[config.mk]
export PLATFORM = sky130hd
export DESIGN_NAME = dual_event_counter
export DESIGN_NICKNAME = d
export VERILOG_FILES = /design/src/rtl/evc_pkg.sv /design/src/rtl/evc_edge_sync.sv /design/src/rtl/evc_half_counter.sv /design/src/rtl/evc_regs.sv /design/src/rtl/dual_event_counter.sv
export SDC_FILE = /design/constraint.sdc
export NUM_CORES = 1
export LEC_CHECK = 0
export BUFFER_PORTS_ARGS = -buffer_cell sky130_fd_sc_hd__buf_4
export CORE_MARGIN = 2
export CORE_UTILIZATION = 50
export CTS_CLUSTER_SIZE = 20
export DETAILED_ROUTE_END_ITERATION = 6
export HOLD_SLACK_MARGIN = 0.08
export PLACE_DENSITY = 0.69
export SLEW_MARGIN = 20
export SYNTH_ARGS = -nofsm -noshare
export SYNTH_HDL_FRONTEND = slang
export SYNTH_SLANG_ARGS = --single-unit
[constraint.sdc]
create_clock -name clk -period 1.9 [get_ports clk]
set_clock_uncertainty 0.05 [all_clocks]
set_input_delay 0.19 -clock clk [delete_from_list [all_inputs] [get_ports clk]]
set_output_delay 0.19 -clock clk [all_outputs]
set_load 0.02 [all_outputs]
[src/rtl/evc_pkg.sv]
package evc_pkg;
  localparam int ADDR_W      = 2;
  localparam int BIT_RUN_LO  = 0;
  localparam int BIT_RUN_HI  = 1;
  localparam int BIT_CASCADE = 2;

  typedef enum logic [ADDR_W-1:0] {
    ADDR_CTRL = 2'd0,
    ADDR_LO   = 2'd1,
    ADDR_HI   = 2'd2,
    ADDR_RSVD = 2'd3
  } evc_addr_e;
endpackage

[src/rtl/evc_edge_sync.sv]
module evc_edge_sync #(
  parameter int STAGES = 2
) (
  input  logic clk,
  input  logic rst,
  input  logic async_in,
  output logic rise_pulse
);
  localparam int CHAIN_W = STAGES + 1;

  logic [CHAIN_W-1:0] chain_q;

  always_ff @(posedge clk) begin
    if (rst) chain_q <= '0;
    else     chain_q <= {chain_q[CHAIN_W-2:0], async_in};
  end

  // rising edge seen between the last synchronizer flop and its delayed copy
  assign rise_pulse = chain_q[STAGES-1] & ~chain_q[STAGES];

  // one input edge yields a single-cycle request
  assert_single_pulse_R3: assert property (@(posedge clk) disable iff (rst)
    rise_pulse |=> !rise_pulse);
endmodule

[src/rtl/evc_half_counter.sv]
module evc_half_counter #(
  parameter int W = 8
) (
  input  logic         clk,
  input  logic         rst,
  input  logic         run,
  input  logic         inc,
  output logic [W-1:0] count,
  output logic         wrap
);
  localparam logic [W-1:0] ONE = W'(1);

  always_ff @(posedge clk) begin
    if (rst || !run) count <= '0;
    else if (inc)    count <= count + ONE;
  end

  assign wrap = run & inc & (&count);

  assert_hold_clear_R2: assert property (@(posedge clk) disable iff (rst)
    !run |=> count == '0);

  assert_step_one_R3: assert property (@(posedge clk) disable iff (rst)
    (run && inc) |=> count == W'($past(count) + ONE));

  assert_idle_stable_R3: assert property (@(posedge clk) disable iff (rst)
    (run && !inc) |=> $stable(count));
endmodule

[src/rtl/evc_regs.sv]
module evc_regs
  import evc_pkg::*;
#(
  parameter int DATA_W = 8
) (
  input  logic              clk,
  input  logic              rst,
  input  logic [ADDR_W-1:0] bus_addr,
  input  logic              bus_wr,
  input  logic [DATA_W-1:0] bus_wdata,
  input  logic [DATA_W-1:0] lo_count,
  input  logic [DATA_W-1:0] hi_count,
  output logic [DATA_W-1:0] ctrl_q,
  output logic [DATA_W-1:0] bus_rdata
);
  logic [DATA_W-1:0] rd_mux;

  always_ff @(posedge clk) begin
    if (rst)                                 ctrl_q <= '0;
    else if (bus_wr && bus_addr == ADDR_CTRL) ctrl_q <= bus_wdata;
  end

  always_comb begin
    case (bus_addr)
      ADDR_CTRL: rd_mux = ctrl_q;
      ADDR_LO:   rd_mux = lo_count;
      ADDR_HI:   rd_mux = hi_count;
      default:   rd_mux = '0;
    endcase
  end

  always_ff @(posedge clk) begin
    if (rst) bus_rdata <= '0;
    else     bus_rdata <= rd_mux;
  end

  assert_rsvd_zero_R9: assert property (@(posedge clk) disable iff (rst)
    (bus_addr == ADDR_RSVD) |=> bus_rdata == '0);
endmodule

[src/rtl/dual_event_counter.sv]
module dual_event_counter
  import evc_pkg::*;
#(
  parameter int DATA_W      = 8,
  parameter int SYNC_STAGES = 2
) (
  input  logic              clk,
  input  logic              rst,
  input  logic              evt_lo_i,
  input  logic              evt_hi_i,
  input  logic [ADDR_W-1:0] bus_addr,
  input  logic              bus_wr,
  input  logic [DATA_W-1:0] bus_wdata,
  output logic [DATA_W-1:0] bus_rdata
);
  localparam int NUM_HALF = 2;
  localparam logic [DATA_W-1:0] ONE = DATA_W'(1);

  logic [NUM_HALF-1:0] evt_raw;
  logic [NUM_HALF-1:0] evt_rise;
  logic [DATA_W-1:0]   ctrl_q;
  logic [DATA_W-1:0]   lo_count;
  logic [DATA_W-1:0]   hi_count;
  logic                lo_wrap;
  logic                hi_wrap;
  logic                hi_inc;
  logic                run_lo;
  logic                run_hi;
  logic                cascade;

  assign evt_raw = {evt_hi_i, evt_lo_i};

  for (genvar g = 0; g < NUM_HALF; g++) begin : g_sync
    evc_edge_sync #(.STAGES(SYNC_STAGES)) u_sync (
      .clk       (clk),
      .rst       (rst),
      .async_in  (evt_raw[g]),
      .rise_pulse(evt_rise[g])
    );
  end

  assign run_lo  = ctrl_q[BIT_RUN_LO];
  assign run_hi  = ctrl_q[BIT_RUN_HI];
  assign cascade = ctrl_q[BIT_CASCADE];
  assign hi_inc  = cascade ? lo_wrap : evt_rise[1];

  evc_half_counter #(.W(DATA_W)) u_lo (
    .clk  (clk),
    .rst  (rst),
    .run  (run_lo),
    .inc  (evt_rise[0]),
    .count(lo_count),
    .wrap (lo_wrap)
  );

  evc_half_counter #(.W(DATA_W)) u_hi (
    .clk  (clk),
    .rst  (rst),
    .run  (run_hi),
    .inc  (hi_inc),
    .count(hi_count),
    .wrap (hi_wrap)
  );

  evc_regs #(.DATA_W(DATA_W)) u_regs (
    .clk      (clk),
    .rst      (rst),
    .bus_addr (bus_addr),
    .bus_wr   (bus_wr),
    .bus_wdata(bus_wdata),
    .lo_count (lo_count),
    .hi_count (hi_count),
    .ctrl_q   (ctrl_q),
    .bus_rdata(bus_rdata)
  );

  assert_cascade_step_R5: assert property (@(posedge clk) disable iff (rst)
    (cascade && run_hi && lo_wrap) |=> hi_count == DATA_W'($past(hi_count) + ONE));

  assert_cascade_pin_ignored_R6: assert property (@(posedge clk) disable iff (rst)
    (cascade && run_hi && !lo_wrap) |=> $stable(hi_count));

  assert_indep_step_R4: assert property (@(posedge clk) disable iff (rst)
    (!cascade && run_hi && evt_rise[1]) |=> hi_count == DATA_W'($past(hi_count) + ONE));

  assert_no_overflow_R8: assert property (@(posedge clk) disable iff (rst)
    !run_lo |-> !lo_wrap);

  // the high half's own wrap drives nothing; it is checked for sanity only
  assert_hi_wrap_gated_R2: assert property (@(posedge clk) disable iff (rst)
    !run_hi |-> !hi_wrap);
endmodule

==> out/metrics.cfg <==
[run_status]
status = finished, final reports clean

[floorplan]
die_area_um2 = 3750
initial_utilization_pct = 53.21
dieWidth_um = 61.24
io_pins = 23
core_um2 = 3078
num_rows = 20
fp.dieH_um = 61.24

[clock_tree]
clock_path_buffers = 2
htreeDepth = 2
clk_latency_ns = 0.34
worst_setup_hold_path_clk_slew_ns = 0.11
root_buffer = clkbuf_4
post_cts_buffers = 0
cts.sinks = 38
cts_tree = yes
cts-buffers-inserted = 5

[critical_path]
crit_type = flop to flop
end_kind = flop
cp.required_ns = 2.13
cp_max_fo = 10
startpoint_type = flop
crit_arrival_ns = 1.95
ff2ff_path_depth = 5

[grt]
antenna_found_initial = 0
gr-total-overflow = 0
grt_pass1_wl_um = 5451
grt_usage_pct = 20.24
first_global_vias = 1285
grt_max_degree = 25

[logic_synthesis]
ys.warnings.count = 0
synth_top_flop_cell = dfxtp_1
synth_edf_count = 0
synth_nets = 197
synth-seq-cells = 38
synth.distinct_cells = 31
postSynthAreaPerCell_um2 = 9.099
netlist_area_um2 = 1638
synth-async-reset-ratio_pct = 0
synth_cells = 180
yosysSeqAreaShare_pct = 46.45

[sta]
slew-limit-headroom_pct = 63.64
timing.fmax_mhz = 582.2
rsz0062_at_grt = false
fin_crit_ns = 1.718
setup_viol = 0
hold_violations = 0
finalCritPeriodShare_pct = 90.40
fin_setup_tns_ns = 0
hold-worst-slack_ns = 0.1339
finalMaxSlewViolations = 0
tightest_slew_ns = 0.5443

[run]
drv_cap = 0

[final_layout]
fin_nets = 228
drive_gt1_share_pct = 17.45
antennaDiodeCount = 0
final_cells = 256
syn_to_final_growth_pct = 21.77

[route]
postRouteAntennaNets = 0
drc_errors = 0
viasPerCell = 5.164
firstDrtPassIters = 6
wire_per_inst_um = 12.36
wl_um = 3165
drtIter0Drc = 47
vias = 1322

[min_path]
whs_path_depth = 2
hp-class = input pin to flop

[power_and_ir_drop]
power_density_nw_per_um2 = 679.9
leakagePower_nw = 0.7717
vdd_ir_drop_max_mv = 0.4728
power_w = 0.001356

[placement]
place_inst = 238
hpwl_um = 2292
portBuffers = 22
routabilityCongestion = 0.8398

[registers in the layout, indices dropped and copies added, names as in the netlist]
| signal | flops |
|---|---|
| g_sync.u_sync.chain_q | 6 |
| u_hi.count | 8 |
| u_lo.count | 8 |
| u_regs.bus_rdata | 8 |
| u_regs.ctrl_q | 8 |
[synthesized netlist by cell type, drive strengths merged (2+ instances only)]
library cell,instances,share of area [%]
a21boi,2,0.92
a21oi,15,4.6
and2,2,0.76
and3,2,0.76
buf,3,1.2
clkbuf,8,1.8
dfxtp,38,46
ha,2,1.5
inv,2,0.46
mux2i,23,14
nand2,11,2.5
nand2b,7,2.7
nand3,6,1.8
nor2,30,6.9
nor2b,9,3.4
nor4,2,0.76
o21a,2,0.92
o21ai,2,0.61
or3,2,0.76
xnor2,4,2.1
[worst max-delay path: stages, from the launching register on]
cell     delay (ns)
dfxtp_1        0.40
ha_1           0.18
nand2_1        0.09
or4_4          0.50
a21oi_1        0.23
mux2i_1        0.20
[repair_timing]
action                                  in CTS  in global routing
hold buffers                                10                  0
gates resized for setup                      0                  0
endpoints found under the setup margin       0                  3
endpoints found under the hold margin       10                  0
[final timing paths]
check,from,end,slack (ns)
min,rst,u_regs.bus_rdata[6]$_SDFF_PP0_,0.13
max reg2reg,u_lo.count[0]$_SDFFE_PP0P_,u_hi.count[4]$_SDFFE_PP0P_,0.18
max,u_lo.count[0]$_SDFFE_PP0P_,u_hi.count[4]$_SDFFE_PP0P_,0.18
min reg2reg,g_sync[0].u_sync.chain_q[0]$_SDFF_PP0_,g_sync[0].u_sync.chain_q[1]$_SDFF_PP0_,0.40
[logic make-up after synthesis]
| kind of cell | synth area share [%] |
|---|---|
| xor+xnor | 2.674 |
| compound gates | 7.792 |
| simple gates | 23.99 |
| buf+inv | 3.514 |
| mux | 14.06 |
| flops | 46.45 |
| fa+ha+maj | 1.528 |
[metrics by stage]
stage / util (%) / setup slack, ns / area, µm²
CTS: 64.80 / 0.05586 / 1994
global route: 64.80 / 0.03430 / 1994
global placement: 59.47 / 0.1289 / 1831
detailed placement: 59.47 / 0.07251 / 1831
floorplan: - / 0.1312 / 1638
finish: 64.80 / 0.1823 / 1994
[placed cells by master (no fill, tap or decap), types with 2 or more instances in the layout]
cell type,instances
a21oi_1,15
and2_1,2
and3_1,2
buf_4,25
clkbuf_4,5
dfxtp_1,38
dlygate4sd3_1,10
ha_1,2
inv_1,2
mux2i_1,23
nand2_1,11
nand2b_1,7
nand3_1,6
nor2_1,30
nor2b_1,9
nor4_1,2
o21a_1,2
o21ai_0,2
or3_1,2
xnor2_1,4
[layer usage]
layer	GRT usage [%]	up-vias	part of all wire, %
met5	0	-	0
met4	8.696	0	1.8
met3	8.403	8	4.8
met2	32.52	36	47
met1	23.78	611	46
li1	-	667	-
[layout make-up]
cell class	count	area (µm²)
tap	44	55.05
multi-input combinational	129	819.5
sequential	38	760.7
inverter	2	7.507
clock buffer	6	51.30
timing repair buffer	35	287.8
clock inverter	2	12.51
fill	268	1084
[where the power goes]
group / switching (W) / leakage (nW) / internal [W]
clock: 0.000265 / 0.0343 / 0.000178
sequential: 0.00000645 / 0.308 / 0.000808
combinational: 0.0000428 / 0.430 / 0.0000553
(Power assumes the default switching activity.)
